**src/rtl/lcp_pkg.sv**
```systemverilog
package lcp_pkg;
  localparam int unsigned NCH   = 4;
  localparam int unsigned SEL_W = $clog2(NCH);

  typedef enum logic [SEL_W-1:0] {
    CH_SAMPLE  = 2'd0,
    CH_CLKSTOP = 2'd1,
    CH_PWRSAVE = 2'd2,
    CH_REVERSE = 2'd3
  } chan_e;
endpackage

```
**src/rtl/lcp_regs.sv**
```systemverilog
module lcp_regs
  import lcp_pkg::*;
#(
  parameter int unsigned POS_W = 16
) (
  input  logic                        clk_i,
  input  logic                        rst_ni,
  input  logic                        wr_en_i,
  input  logic [SEL_W-1:0]            wr_sel_i,
  input  logic [2*POS_W-1:0]          wr_data_i,
  input  logic                        line_start_i,
  output logic [NCH-1:0][POS_W-1:0]   eff_start_o,
  output logic [NCH-1:0][POS_W-1:0]   eff_end_o,
  output logic [NCH-1:0][POS_W-1:0]   act_start_o,
  output logic [NCH-1:0][POS_W-1:0]   act_end_o
);
  logic [NCH-1:0][POS_W-1:0] pend_start_q, pend_end_q;
  logic [NCH-1:0][POS_W-1:0] act_start_q, act_end_q;

  for (genvar i = 0; i < NCH; i++) begin : g_ch
    always_ff @(posedge clk_i or negedge rst_ni) begin
      if (!rst_ni) begin
        pend_start_q[i] <= '0;
        pend_end_q[i]   <= '0;
      end else if (wr_en_i && (wr_sel_i == SEL_W'(i))) begin
        pend_start_q[i] <= wr_data_i[2*POS_W-1:POS_W];
        pend_end_q[i]   <= wr_data_i[POS_W-1:0];
      end
    end

    // take over only at line start so a line never changes mid-way
    always_ff @(posedge clk_i or negedge rst_ni) begin
      if (!rst_ni) begin
        act_start_q[i] <= '0;
        act_end_q[i]   <= '0;
      end else if (line_start_i) begin
        act_start_q[i] <= pend_start_q[i];
        act_end_q[i]   <= pend_end_q[i];
      end
    end

    assign eff_start_o[i] = line_start_i ? pend_start_q[i] : act_start_q[i];
    assign eff_end_o[i]   = line_start_i ? pend_end_q[i]   : act_end_q[i];

    AST_HOLD_MID_LINE: assert property (@(posedge clk_i) disable iff (!rst_ni)
      !line_start_i |=> ($stable(act_start_q[i]) && $stable(act_end_q[i])));

    AST_OTHER_UNTOUCHED: assert property (@(posedge clk_i) disable iff (!rst_ni)
      (wr_en_i && wr_sel_i != SEL_W'(i)) |=> ($stable(pend_start_q[i]) && $stable(pend_end_q[i])));
  end

  assign act_start_o = act_start_q;
  assign act_end_o   = act_end_q;
endmodule

```
**src/rtl/lcp_window.sv**
```systemverilog
module lcp_window #(
  parameter int unsigned POS_W = 16
) (
  input  logic [POS_W-1:0] cnt_i,
  input  logic [POS_W-1:0] start_i,
  input  logic [POS_W-1:0] end_i,
  input  logic [POS_W-1:0] total_i,
  output logic             hit_o
);
  logic [POS_W:0]   diff;
  logic             wrap;
  logic [POS_W-1:0] carry_end;

  always_comb begin
    diff      = {1'b0, end_i} - {1'b0, total_i};
    wrap      = end_i > total_i;
    carry_end = diff[POS_W-1:0];
    if (wrap) hit_o = (cnt_i >= start_i) || (cnt_i < carry_end);
    else      hit_o = (cnt_i >= start_i) && (cnt_i < end_i);
  end
endmodule

```
**src/rtl/line_pulse_gen.sv**
```systemverilog
module line_pulse_gen
  import lcp_pkg::*;
#(
  parameter int unsigned POS_W = 16
) (
  input  logic               clk_i,
  input  logic               rst_ni,
  input  logic               en_i,
  input  logic [POS_W-1:0]   hcnt_i,
  input  logic               line_start_i,
  input  logic [POS_W-1:0]   htotal_i,
  input  logic               wr_en_i,
  input  logic [1:0]         wr_sel_i,
  input  logic [2*POS_W-1:0] wr_data_i,
  input  logic [3:0]         active_high_i,
  output logic [3:0]         pulse_o
);
  logic [NCH-1:0][POS_W-1:0] eff_start, eff_end, act_start, act_end;
  logic [NCH-1:0]            hit, hit_q;

  lcp_regs #(.POS_W(POS_W)) i_regs (
    .clk_i        (clk_i),
    .rst_ni       (rst_ni),
    .wr_en_i      (wr_en_i),
    .wr_sel_i     (wr_sel_i),
    .wr_data_i    (wr_data_i),
    .line_start_i (line_start_i),
    .eff_start_o  (eff_start),
    .eff_end_o    (eff_end),
    .act_start_o  (act_start),
    .act_end_o    (act_end)
  );

  for (genvar i = 0; i < NCH; i++) begin : g_win
    lcp_window #(.POS_W(POS_W)) i_win (
      .cnt_i   (hcnt_i),
      .start_i (eff_start[i]),
      .end_i   (eff_end[i]),
      .total_i (htotal_i),
      .hit_o   (hit[i])
    );

    AST_NO_HIT_PAST_END: assert property (@(posedge clk_i) disable iff (!rst_ni)
      (!line_start_i && act_end[i] <= htotal_i && hcnt_i >= act_end[i]) |=> !hit_q[i]);

    AST_NO_HIT_BEFORE_START: assert property (@(posedge clk_i) disable iff (!rst_ni)
      (!line_start_i && act_end[i] <= htotal_i && hcnt_i < act_start[i]) |=> !hit_q[i]);
  end

  always_ff @(posedge clk_i or negedge rst_ni) begin
    if (!rst_ni)    hit_q <= '0;
    else if (!en_i) hit_q <= '0;
    else            hit_q <= hit;
  end

  assign pulse_o = ~(hit_q ^ active_high_i);

  AST_IDLE_WHEN_OFF: assert property (@(posedge clk_i) disable iff (!rst_ni)
    !en_i |=> (hit_q == '0));

  AST_ZERO_WINDOW_IDLE: assert property (@(posedge clk_i) disable iff (!rst_ni)
    (!line_start_i && act_start[0] == '0 && act_end[0] == '0) |=> !hit_q[0]);
endmodule

```
**config.mk**
```make
export PLATFORM = sky130hd
export DESIGN_NAME = line_pulse_gen
export DESIGN_NICKNAME = d
export VERILOG_FILES = /design/src/rtl/lcp_pkg.sv /design/src/rtl/lcp_regs.sv /design/src/rtl/lcp_window.sv /design/src/rtl/line_pulse_gen.sv
export SDC_FILE = /design/constraint.sdc
export NUM_CORES = 1
export LEC_CHECK = 0
export BUFFER_PORTS_ARGS = -buffer_cell sky130_fd_sc_hd__buf_2
export CAP_MARGIN = 20
export CORE_ASPECT_RATIO = 0.8
export CORE_MARGIN = 2
export CORE_UTILIZATION = 45
export DETAILED_ROUTE_END_ITERATION = 8
export GPL_ROUTABILITY_DRIVEN = 0
export GPL_TIMING_DRIVEN = 0
export PLACE_DENSITY = 0.67
export RECOVER_POWER = 50
export SLEW_MARGIN = 20
export SYNTH_ARGS = -nofsm -noshare
export SYNTH_HDL_FRONTEND = slang
export SYNTH_SLANG_ARGS = --single-unit
```
**constraint.sdc**
```tcl
create_clock -name clk_i -period 9.71 [get_ports clk_i]
set_input_delay 1.942 -clock clk_i [delete_from_list [all_inputs] [get_ports clk_i]]
set_output_delay 1.942 -clock clk_i [all_outputs]
set_load 0.05 [all_outputs]
```
==> results of run 1 <==
==> synthesized netlist by cell type (all sizes together) (4+ instances only) <==
cell     instances
a221oi           6
o211ai          15
inv            170
and3            10
o2111ai          5
xnor2           27
nand4           28
nand3b           5
clkbuf           9
nor3            19
a22oi            4
a21oi           78
o21ai           51
a21o            41
o21bai           5
nor3b            6
ha             252
o21a            15
nand3           20
or2              5
a211o            7
and4             7
nand2b          18
or3              6
o31ai            4
a2111oi          5
mux2i          124
xor2            26
mux2           134
nor2b           14
a211oi          22
nor4             5
o311ai           4
nor2            44
and2             5
fa               4
dfrtp          260
nand2           30
buf             22
a31oi           12
==> metal layers <==
layer,GRT usage,part of all wire
met1,0.3445,0.49
met2,0.3565,0.42
met3,0.03825,0.058
met4,0.06081,0.026
met5,0,0
==> cells by family (layout without fill, tap and decap cells) <==
group,Yosys count,after routing,synth area share
buffers and inverters,201,325,0.04513
AOI/OAI and AO/OA,308,308,0.1216
adders and majority gates,256,256,0.1899
xor gates and xnor gates,53,53,0.02727
muxes,258,258,0.1616
DFF,260,260,0.3822
other,0,2,0
and+or+nand+nor,227,227,0.07225
==> worst register-to-register path: stages, from the launching register on <==
cell and delay [ns]:
dfrtp_1 0.37, mux2i_1 0.34, ha_1 0.26, inv_1 0.06
fa_1 0.39, a21o_1 0.21, a41oi_1 0.33, a21bo_1 0.19
nand2_1 0.14, a2111o_1 0.43, o311a_1 0.15, ha_1 0.29
a21o_1 0.18, a221oi_1 0.27, o21ai_0 0.11, nor3_1 0.15
o21ai_0 0.10, a22oi_1 0.19
==> power by group through the flow <==
stage	registers, uW	logic (uW)	clock network [uW]
6_report	1410	1700	1040
5_1_grt	1430	1920	1100
4_1_cts	1410	1690	1050
3_5_place_dp	1420	1670	0
3_3_place_gp	1420	1600	0
2_1_floorplan	1390	1240	0
==> layout by cell type, fill, tap and decap left out, drive strengths merged, types with 8 or more instances in the layout <==
cell	n
mux2i	124
nand4	28
xor2	26
clkbuf	48
o21ai	51
a21o	41
nand3	20
clkinv	8
nor2	44
xnor2	27
o211ai	15
buf	94
nor2b	14
and3	10
dfrtp	260
a21oi	78
ha	252
inv	172
a211oi	22
nand2	30
mux2	134
nand2b	18
o21a	15
nor3	19
a31oi	12
==> registers in the layout, summed over array words and instances (netlist names) <==
signal,flops
i_regs.pend_end_q,64
hit_q,4
i_regs.act_start_o,64
i_regs.pend_start_q,64
i_regs.act_end_o,64
==> cell type report <==
class,instances,area [um^2],share of cell area
well taps,487,609.3,0.03223
inverters,170,638.1,0.03376
multi-input cells,1102,9748,0.5157
clock inverters,13,151.4,0.008009
clock buffers,33,708.2,0.03746
plain buffers,31,128.9,0.006818
repair buffers,78,407.9,0.02158
flip-flops and latches,260,6506,0.3442
diodes,2,5.005,0.0002648
==> per-stage QoR <==
stage | total power, uW | cell area [um^2] | instances | hold slack, ns | util
4_1_cts | 4147 | 18940 | 2174 | 0.4904 | 0.5091
3_3_place_gp | 3011 | 18010 | 2126 | 0.4666 | 0.4841
5_1_grt | 4449 | 18900 | 2174 | 0.5007 | 0.5079
2_1_floorplan | 2633 | 17020 | 1563 | 0.4520 | -
6_report | 4148 | 18900 | 2176 | 0.4859 | 0.5081
3_5_place_dp | 3096 | 18080 | 2128 | 0.4754 | 0.4860
==> worst paths after layout <==
| kind | start | to | slack, ns | depth (start not counted) |
|---|---|---|---|---|
| worst max-delay path | line_start_i | hit_q[2]$_DFF_PN0_ | 2.71 | 20 |
| worst min-delay path | i_regs.act_start_o[17]$_DFF_PN0_ | i_regs.act_start_o[17]$_DFF_PN0_ | 0.49 | 2 |
| worst max register to register | i_regs.pend_end_q[32]$_DFFE_PN0P_ | hit_q[2]$_DFF_PN0_ | 5.43 | 17 |
| worst min register to register | i_regs.act_start_o[17]$_DFF_PN0_ | i_regs.act_start_o[17]$_DFF_PN0_ | 0.49 | 2 |
| max in group asynchronous | rst_ni | i_regs.pend_end_q[26]$_DFFE_PN0P_ | 2.85 | 2 |
| min in group asynchronous | rst_ni | i_regs.act_start_o[9]$_DFF_PN0_ | 2.92 | 1 |
==> key figures, run 1 <==
Drt
  • Drt total wl: 45.37 mm
  • DR iter-0 viols: 886
  • DRC: 6
  • Per-cell routed wire length: 20.85 um
  • 1st-pass router iterations: 7
  • Via count: 12350
  • Antenna viol nets, final: 0
  • Vias per inst: 5.675

Pwr
  • Max VDD drop: 0.1434 mV
  • Net Sw Power: 1508 uW
  • Flop pwr share: 0.339
  • Internal power: 2640 uW
  • Power share of the clock group: 0.250
  • Logic pwr share: 0.411
  • Pwr/cell area: 219.4 nW/um^2
  • Lkg Pwr: 0.009474 uW
  • Net Sw Frac: 0.3636

Global route
  • Number of global-route vias before repair: 12230
  • Pin count of the biggest net entering global routing: 92
  • Grt ovf: 0
  • GRT Overall Usage: 0.2336
  • Global-route wire length before repair: 70.93 mm
  • Initial antenna violation count: 1

STA
  • Final min period: 7.002 ns
  • Clk_skew: 0.01284 ns
  • Slew @ Worst Pin: 4.358 ns
  • Max Fclk: 0.1428 GHz
  • Worst setup margin: 2.708 ns
  • Unrepaired setup endpoints after global routing: no
  • Slew Viols, Final: 175
  • Final Hold Viols: 0
  • Final period utilization: 0.7211
  • TNS Setup: 0 ns
  • Slew headroom: -1.905
  • Finish-stage setup viols: 0

Clock tree
  • Worst-skew pair later-pin latency: 0.56 ns
  • Clock Sinks: 260
  • Postcts setup bufs: 0
  • Htree depth: 1
  • Resized Gates After CTS: 0
  • CTS root buf: clkbuf_16
  • Clock buffer count from CTS: 27
  • Clock Pin Slew Worst Setup and Hold Paths: 0.06 ns
  • Max clock buf depth: 3
  • Hold_buf cts: 0
  • TritonCTS clock tree: yes

Critical path
  • Crit path DAT: 7.46 ns
  • Startpoint types: input pin
  • CP Capture Type: flip-flop
  • Crit Path Category: input pin to flip-flop
  • CP delay by family, top: compound AO/OA/AOI/OAI gates
  • CP peak stage delay: 0.70 ns
  • Critical Path RT: 10.17 ns
  • Worst-path fanout max: 10
  • Worst path cell trace: clkbuf_1 > clkbuf_1 > buf_1 > buf_2 > mux2i_1 > inv_1 > fa_1 > a21o_1 > a41oi_1 > a21bo_1 > nand2_1 > a2111o_1 > o311a_1 > ha_1 > a21o_1 > a221oi_1 > o21ai_0 > nor3_1 > o21ai_0 > a22oi_1
  • Worst Path Buf+Inv: 5
  • Slowest CP cell: buf_1

Floorplan
  • Core area: 37210 um^2
  • I/O pins: 79
  • Initial Util: 0.4575
  • Die ar.: 39410 um^2
  • Die Ht: 178.0 um
  • Die Wd: 221.5 um
  • Cell Rows: 63

Synth
  • Post-synth top area share: 0.3822
  • Syn_nets: 1894
  • Synth Area per Inst: 10.89 um^2
  • Main area contributors after synthesis: dfrtp_1 (38%), ha_1 (19%), mux2i_1 (7.3%)
  • Asr flop ratio synth: 1.000
  • Sequential-to-total area share from yosys stat: 0.3822
  • Synth unique cells: 68
  • Synth area leader: dfrtp_1
  • Post-synth EDFFs: 0
  • Post-Syn Area: 17020 um^2
  • Ys flop type: dfrtp_1
  • Number of synthesized register bits: 260
  • Synth Warn #: 0
  • Syn Inst Count: 1563

Finish
  • Layout cells sized above 1: 0.1434
  • # fillers: 3317
  • P&R area growth vs syn: 11.05%
  • Nets: 2001

Hold path
  • Worst Hold Class: flip-flop to flip-flop

Placed design
  • DP Worst Slack: 2.556 ns
  • Port bufs: 76
  • DPL Wire Length: 35.04 mm

Outcome
  • Status: complete, but fails checks
  • Violated checks: design-rule violations, max-capacitance violations, max-slew violations

Flow run
  • Max_cap viols: 2
(Power assumes the default switching activity.)
==> run 2: changes to the inputs <==
- PLACE_DENSITY: 0.67 -> 0.7
- clock period: 9.71 -> 6.1 ns (I/O delays scaled with it)
==> run 2 against run 1 <==
The flow still finishes with violations (design-rule violations, max-capacitance violations, max-slew violations). Non-clock buffer count down 1. Via count about the same. Hold slack worse by 0.0017 ns. Largest cell class unchanged.
==> key figures, run 2 (synthesis results as in run 1) <==
Global route
  • Grt ovf: 0 (unchanged)
  • Global-route wire length before repair: 69.54 mm (-2.0%)
  • Initial antenna violation count: 1 (unchanged)
  • GRT Overall Usage: 0.2294 (-0.004267)
  • Number of global-route vias before repair: 12150 (-0.66%)
  • Pin count of the biggest net entering global routing: 100 (+8.7%)

Placed design
  • DPL Wire Length: 34.31 mm (-2.1%)
  • DP Worst Slack: -0.1941 ns (-2.750 ns)
  • Port bufs: 76 (unchanged)

Floorplan
  • Initial Util: 0.4575 (unchanged)
  • I/O pins: 79 (unchanged)
  • Die Wd: 221.5 um (unchanged)
  • Die Ht: 178.0 um (unchanged)
  • Die ar.: 39410 um^2 (unchanged)
  • Core area: 37210 um^2 (unchanged)
  • Cell Rows: 63 (unchanged)

Critical path
  • Crit path DAT: 6.02 ns (-1.44 ns)
  • Worst-path fanout max: 19 (+9)
  • CP Capture Type: flip-flop
  • Startpoint types: input pin
  • Crit Path Category: input pin to flip-flop
  • Critical Path RT: 6.58 ns (-3.59 ns)

STA
  • Max Fclk: 0.1804 GHz
  • Slew Viols, Final: 69 (-61%)
  • Slew headroom: -1.664 (+0.2411)
  • TNS Setup: 0 ns (unchanged)
  • Final min period: 5.542 ns
  • Finish-stage setup viols: 0 (unchanged)
  • Worst setup margin: 0.5577 ns (-2.150 ns)
  • Clk_skew: 0.01163 ns (-0.001208 ns)
  • Final Hold Viols: 0 (unchanged)
  • Final period utilization: 0.9086
  • Slew @ Worst Pin: 3.996 ns (-0.3617 ns)
  • Unrepaired setup endpoints after global routing: no

Finish
  • Most frequent cells in the layout: dfrtp_1 (260), ha_1 (252), inv_1 (170)
  • Final Core Density: 0.5103 (+0.002220)
  • Ant. Diodes: 0 (-2)
  • Layout cells sized above 1: 0.1433 (-0.0001699)
  • Nets: 2001 (unchanged)
  • Most common cell after layout, fill and taps aside: dfrtp_1
  • P&R area growth vs syn: 11.53%

Clock tree
  • Clock Pin Slew Worst Setup and Hold Paths: 0.06 ns (about the same)
  • Clock buffer count from CTS: 28 (+3.7%)
  • Clock Sinks: 260 (unchanged)
  • TritonCTS clock tree: yes
  • Max clock buf depth: 3 (unchanged)
  • CTS root buf: clkbuf_16
  • Resized Gates After CTS: 0 (unchanged)
  • Worst-skew pair later-pin latency: 0.57 ns (about the same)
  • Htree depth: 1 (unchanged)
  • Hold_buf cts: 0 (unchanged)

Pwr
  • Max VDD drop: 0.2340 mV (+63%)
  • Pwr/cell area: 350.9 nW/um^2 (+60%)
  • Lkg Pwr: 0.009501 uW (+0.29%)

Drt
  • Antenna viol nets, final: 0 (unchanged)
  • Vias per inst: 5.676 (about the same)
  • Via count: 12350 (+0.016%)
  • 1st-pass router iterations: 8 (+1)
  • Drt total wl: 45.10 mm (-0.60%)
  • Per-cell routed wire length: 20.72 um (-0.60%)
  • DRC: 1 (-5)
  • DR iter-0 viols: 812 (-8.4%)

Flow run
  • Max_cap viols: 1 (-1)

Hold path
  • Worst Hold Class: flip-flop to flip-flop

Outcome
  • Status: complete, but fails checks
  • Violated checks: design-rule violations, max-capacitance violations, max-slew violations
## run 2: cell count changes in the layout (fill, tap and decap cells not counted), moves of 2 or more
cell / delta
clkbuf_8: +2
clkinv_2: -5
diode_2: -2
clkbuf_1: +4
inv_6: -2
buf_2: +2
## run 2: report_power, final
| part | internal [uW] | switching [uW] | total [uW] |
|---|---|---|---|
| registers | 2100 | 144 | 2240 |
| logic | 1160 | 1540 | 2700 |
| clock network | 1010 | 707 | 1720 |
| total | 4270 | 2400 | 6660 |
## run 2: layer usage
metal	share of wire	vias to the layer above	track usage
li1	-	5916	-
met1	0.47	6039	0.3226
met2	0.44	320	0.3701
met3	0.060	73	0.04172
met4	0.023	2	0.05068
met5	0.00029	-	0
## run 2: area by class of cell
type,instances,area (um^2)
Buffer,30,126.4
Sequential cell,260,6506
Inverter,170,638.1
Fill cell,3282,18220
Clock buffer,42,783.3
Multi-Input combinational cell,1102,9753
Clock inverter,7,137.6
Tap cell,487,609.3
Timing Repair Buffer,78,431.7
## run 2: stage by stage
stage / hold WS, ns / power, uW / cell area (um^2) / cells
CTS: 0.4850 / 6661 / 19000 / 2177
global route: 0.5017 / 7127 / 18990 / 2176
global placement: 0.4657 / 4781 / 18010 / 2126
finish: 0.4842 / 6661 / 18990 / 2176
floorplan: 0.4520 / 4192 / 17020 / 1563
detailed placement: 0.4705 / 4913 / 18080 / 2128
## run 2: what timing repair did
item,in CTS,in global routing
setup buffers,0,0
hold endpoints to repair,0,0
endpoints found under the setup margin,0,1
## run 2: path summary, 6_finish.rpt
kind / startpoint / endpoint / slack [ns] / cells after the start
worst max-delay path: line_start_i / hit_q[3]$_DFF_PN0_ / 0.56 / 19
worst max register to register: i_regs.pend_end_q[32]$_DFFE_PN0P_ / hit_q[2]$_DFF_PN0_ / 1.85 / 17
worst min-delay path: i_regs.act_start_o[21]$_DFF_PN0_ / i_regs.act_start_o[21]$_DFF_PN0_ / 0.48 / 2
min in group asynchronous: rst_ni / i_regs.act_start_o[10]$_DFF_PN0_ / 2.05 / 1
max in group asynchronous: rst_ni / i_regs.pend_start_q[35]$_DFFE_PN0P_ / 1.81 / 1
worst min register to register: i_regs.act_start_o[21]$_DFF_PN0_ / i_regs.act_start_o[21]$_DFF_PN0_ / 0.48 / 2
## run 2: worst max-delay path: stages
cell	delay, ns
clkbuf_1	0.11
buf_2	0.46
buf_1	0.81
mux2i_1	0.34
inv_1	0.13
ha_1	0.38
a211oi_1	0.27
o21bai_1	0.19
o21ai_1	0.26
o21bai_1	0.09
a21oi_1	0.17
xor2_1	0.17
ha_1	0.27
nand3_1	0.11
nor3_1	0.07
a21boi_1	0.14
a2111oi_0	0.49
o211ai_1	0.18
a22oi_1	0.17
==> run 3: changes to the inputs <==
- PLACE_DENSITY: 0.7 -> 0.67
- clock period: 6.1 -> 6.7 ns (I/O delays scaled with it)
==> run 3 against run 2 <==
The flow still finishes with violations (design-rule violations, max-capacitance violations, max-slew violations). Die area is the same. Non-clock buffer count grew 1. Clock skew grew 0.0014 ns. Clock-buffer cell count shrank 9. Worst setup slack gained 0.00064 ns. Design area shrank 0.42%. Combinational power shrank 8.5%. Sequential power shrank 9%. Critical path depth grew 1. Largest power group unchanged.
==> key figures, run 3 (synthesis results as in run 1) <==
STA
  • Slew headroom: -1.970 (-0.3063)
  • Slew @ Worst Pin: 4.455 ns (+0.4594 ns)
  • Final min period: 6.142 ns
  • Unrepaired setup endpoints after global routing: no
  • Worst setup margin: 0.5583 ns (+0.0006410 ns)
  • Clk_skew: 0.01302 ns (+0.001385 ns)
  • TNS Setup: 0 ns (unchanged)
  • Slew Viols, Final: 83 (+20%)
  • Final period utilization: 0.9167
  • Final Hold Viols: 0 (unchanged)
  • Finish-stage setup viols: 0 (unchanged)
  • Max Fclk: 0.1628 GHz

Finish
  • Most frequent cells in the layout: dfrtp_1 (260), ha_1 (252), inv_1 (170)
  • Multi-input logic area: 9748 um^2 (about the same)
  • Final Core Density: 0.5082 (-0.002119)
  • Nets: 2001 (unchanged)
  • Register area: 6506 um^2 (unchanged)
  • P&R area growth vs syn: 11.07%
  • Most common cell after layout, fill and taps aside: dfrtp_1
  • Layout cells sized above 1: 0.1440 (+0.0007626)
  • Non-Filler Cell Area, Final: 18910 um^2 (-0.42%)
  • # fillers: 3317 (+1.1%)

Drt
  • Via count: 12390 (+0.36%)
  • DR iter-0 viols: 826 (+1.7%)
  • DRC: 6 (+5)
  • 1st-pass router iterations: 7 (-1)
  • Drt total wl: 45.32 mm (+0.50%)
  • Antenna viol nets, final: 0 (unchanged)
  • Per-cell routed wire length: 20.83 um (+0.50%)
  • Vias per inst: 5.696 (+0.36%)

Global route
  • GR Util met1: 0.3445 (+0.02187)
  • GRT busiest layer: met2
  • Grt ovf: 0 (unchanged)
  • GR Util met2: 0.3565 (-0.01367)
  • Pin count of the biggest net entering global routing: 92 (-8.0%)
  • Initial antenna violation count: 1 (unchanged)
  • Number of global-route vias before repair: 12230 (+0.67%)
  • Global-route wire length before repair: 70.93 mm (+2.0%)
  • GRT Overall Usage: 0.2336 (+0.004267)
  • Met3 Use GR: 0.03825 (-0.003477)

Critical path
  • Worst reg2reg path depth: 17 (unchanged)
  • Worst-path fanout max: 10 (-9)
  • Startpoint types: input pin
  • Crit Path Category: input pin to flip-flop
  • Critical Path RT: 7.16 ns (+0.58 ns)
  • CP Capture Type: flip-flop
  • Crit path DAT: 6.60 ns (+0.58 ns)

Floorplan
  • Initial Util: 0.4575 (unchanged)
  • Die ar.: 39410 um^2 (unchanged)
  • Core area: 37210 um^2 (unchanged)
  • I/O pins: 79 (unchanged)
  • Cell Rows: 63 (unchanged)
  • Die Ht: 178.0 um (unchanged)
  • Die Wd: 221.5 um (unchanged)

Flow run
  • Max_cap viols: 1 (unchanged)

Clock tree
  • Postcts setup bufs: 0 (unchanged)
  • Worst-skew pair later-pin latency: 0.56 ns (about the same)
  • Hold_buf cts: 0 (unchanged)
  • Clock Pin Slew Worst Setup and Hold Paths: 0.06 ns (about the same)
  • Clock Sinks: 260 (unchanged)
  • Resized Gates After CTS: 0 (unchanged)
  • CTS root buf: clkbuf_16
  • Clock buffer count from CTS: 27 (-3.6%)
  • TritonCTS clock tree: yes
  • Max clock buf depth: 3 (unchanged)
  • Htree depth: 1 (unchanged)

Placed design
  • Area after DPL: 18080 um^2 (unchanged)
  • DPL Wire Length: 35.04 mm (+2.1%)
  • DP Worst Slack: 0.1479 ns (+0.3420 ns)
  • Port bufs: 76 (unchanged)

Hold path
  • Worst Hold Class: flip-flop to flip-flop
  • WHS Path Cells: 2 (unchanged)

Pwr
  • Pwr/cell area: 317.9 nW/um^2 (-9.4%)
  • Max VDD drop: 0.2077 mV (-11%)
  • Lkg Pwr: 0.009477 uW (-0.25%)

Outcome
  • Status: complete, but fails checks
  • Violated checks: design-rule violations, max-capacitance violations, max-slew violations
## run 3: report_power, final
part / switching [uW] / internal (uW)
registers: 130 / 1910
clock network: 640 / 865
logic: 1410 / 1050
## run 3: worst max-delay path: stages
cell and delay [ns]:
clkbuf_1 0.10, buf_2 0.29, buf_1 0.68, buf_2 0.51
mux2i_1 0.33, inv_1 0.15, fa_1 0.44, a21o_1 0.21
a41oi_1 0.32, a21bo_1 0.19, nand2_1 0.13, a2111o_1 0.43
o311a_1 0.15, ha_1 0.29, a21o_1 0.18, a221oi_1 0.29
o21ai_0 0.12, nor3_1 0.15, o21ai_0 0.10, a22oi_1 0.18
## run 3: path summary, 6_finish.rpt
check / from / endpoint / slack (ns)
worst min register to register: i_regs.act_start_o[17]$_DFF_PN0_ / i_regs.act_start_o[17]$_DFF_PN0_ / 0.49
worst min-delay path: i_regs.act_start_o[17]$_DFF_PN0_ / i_regs.act_start_o[17]$_DFF_PN0_ / 0.49
worst max register to register: i_regs.pend_end_q[32]$_DFFE_PN0P_ / hit_q[2]$_DFF_PN0_ / 2.43
min in group asynchronous: rst_ni / i_regs.act_start_o[9]$_DFF_PN0_ / 2.35
max in group asynchronous: rst_ni / i_regs.act_end_o[27]$_DFF_PN0_ / 1.28
worst max-delay path: line_start_i / hit_q[2]$_DFF_PN0_ / 0.56
## run 3: area by class of cell
class,instances,area share
well taps,487,0.03223
plain buffers,31,0.006882
repair buffers,78,0.02171
diodes,2,0.0002647
clock buffers,33,0.03746
flip-flops and latches,260,0.3441
clock inverters,13,0.008007
multi-input cells,1102,0.5156
inverters,170,0.03375
## run 3: routing by layer
layer | vias to the layer above | wire (um)
li1 | 5932 | -
met3 | 76 | 2643
met4 | 0 | 1197
met2 | 317 | 19210
met1 | 6069 | 22270
met5 | - | 0
## run 3: per-stage QoR
step,hold WS (ns),total power (uW),cells
2_1_floorplan,0.4520,3816,1563
3_3_place_gp,0.4666,4363,2126
3_5_place_dp,0.4754,4487,2128
4_1_cts,0.4904,6010,2174
5_1_grt,0.5007,6449,2174
6_report,0.4858,6011,2176
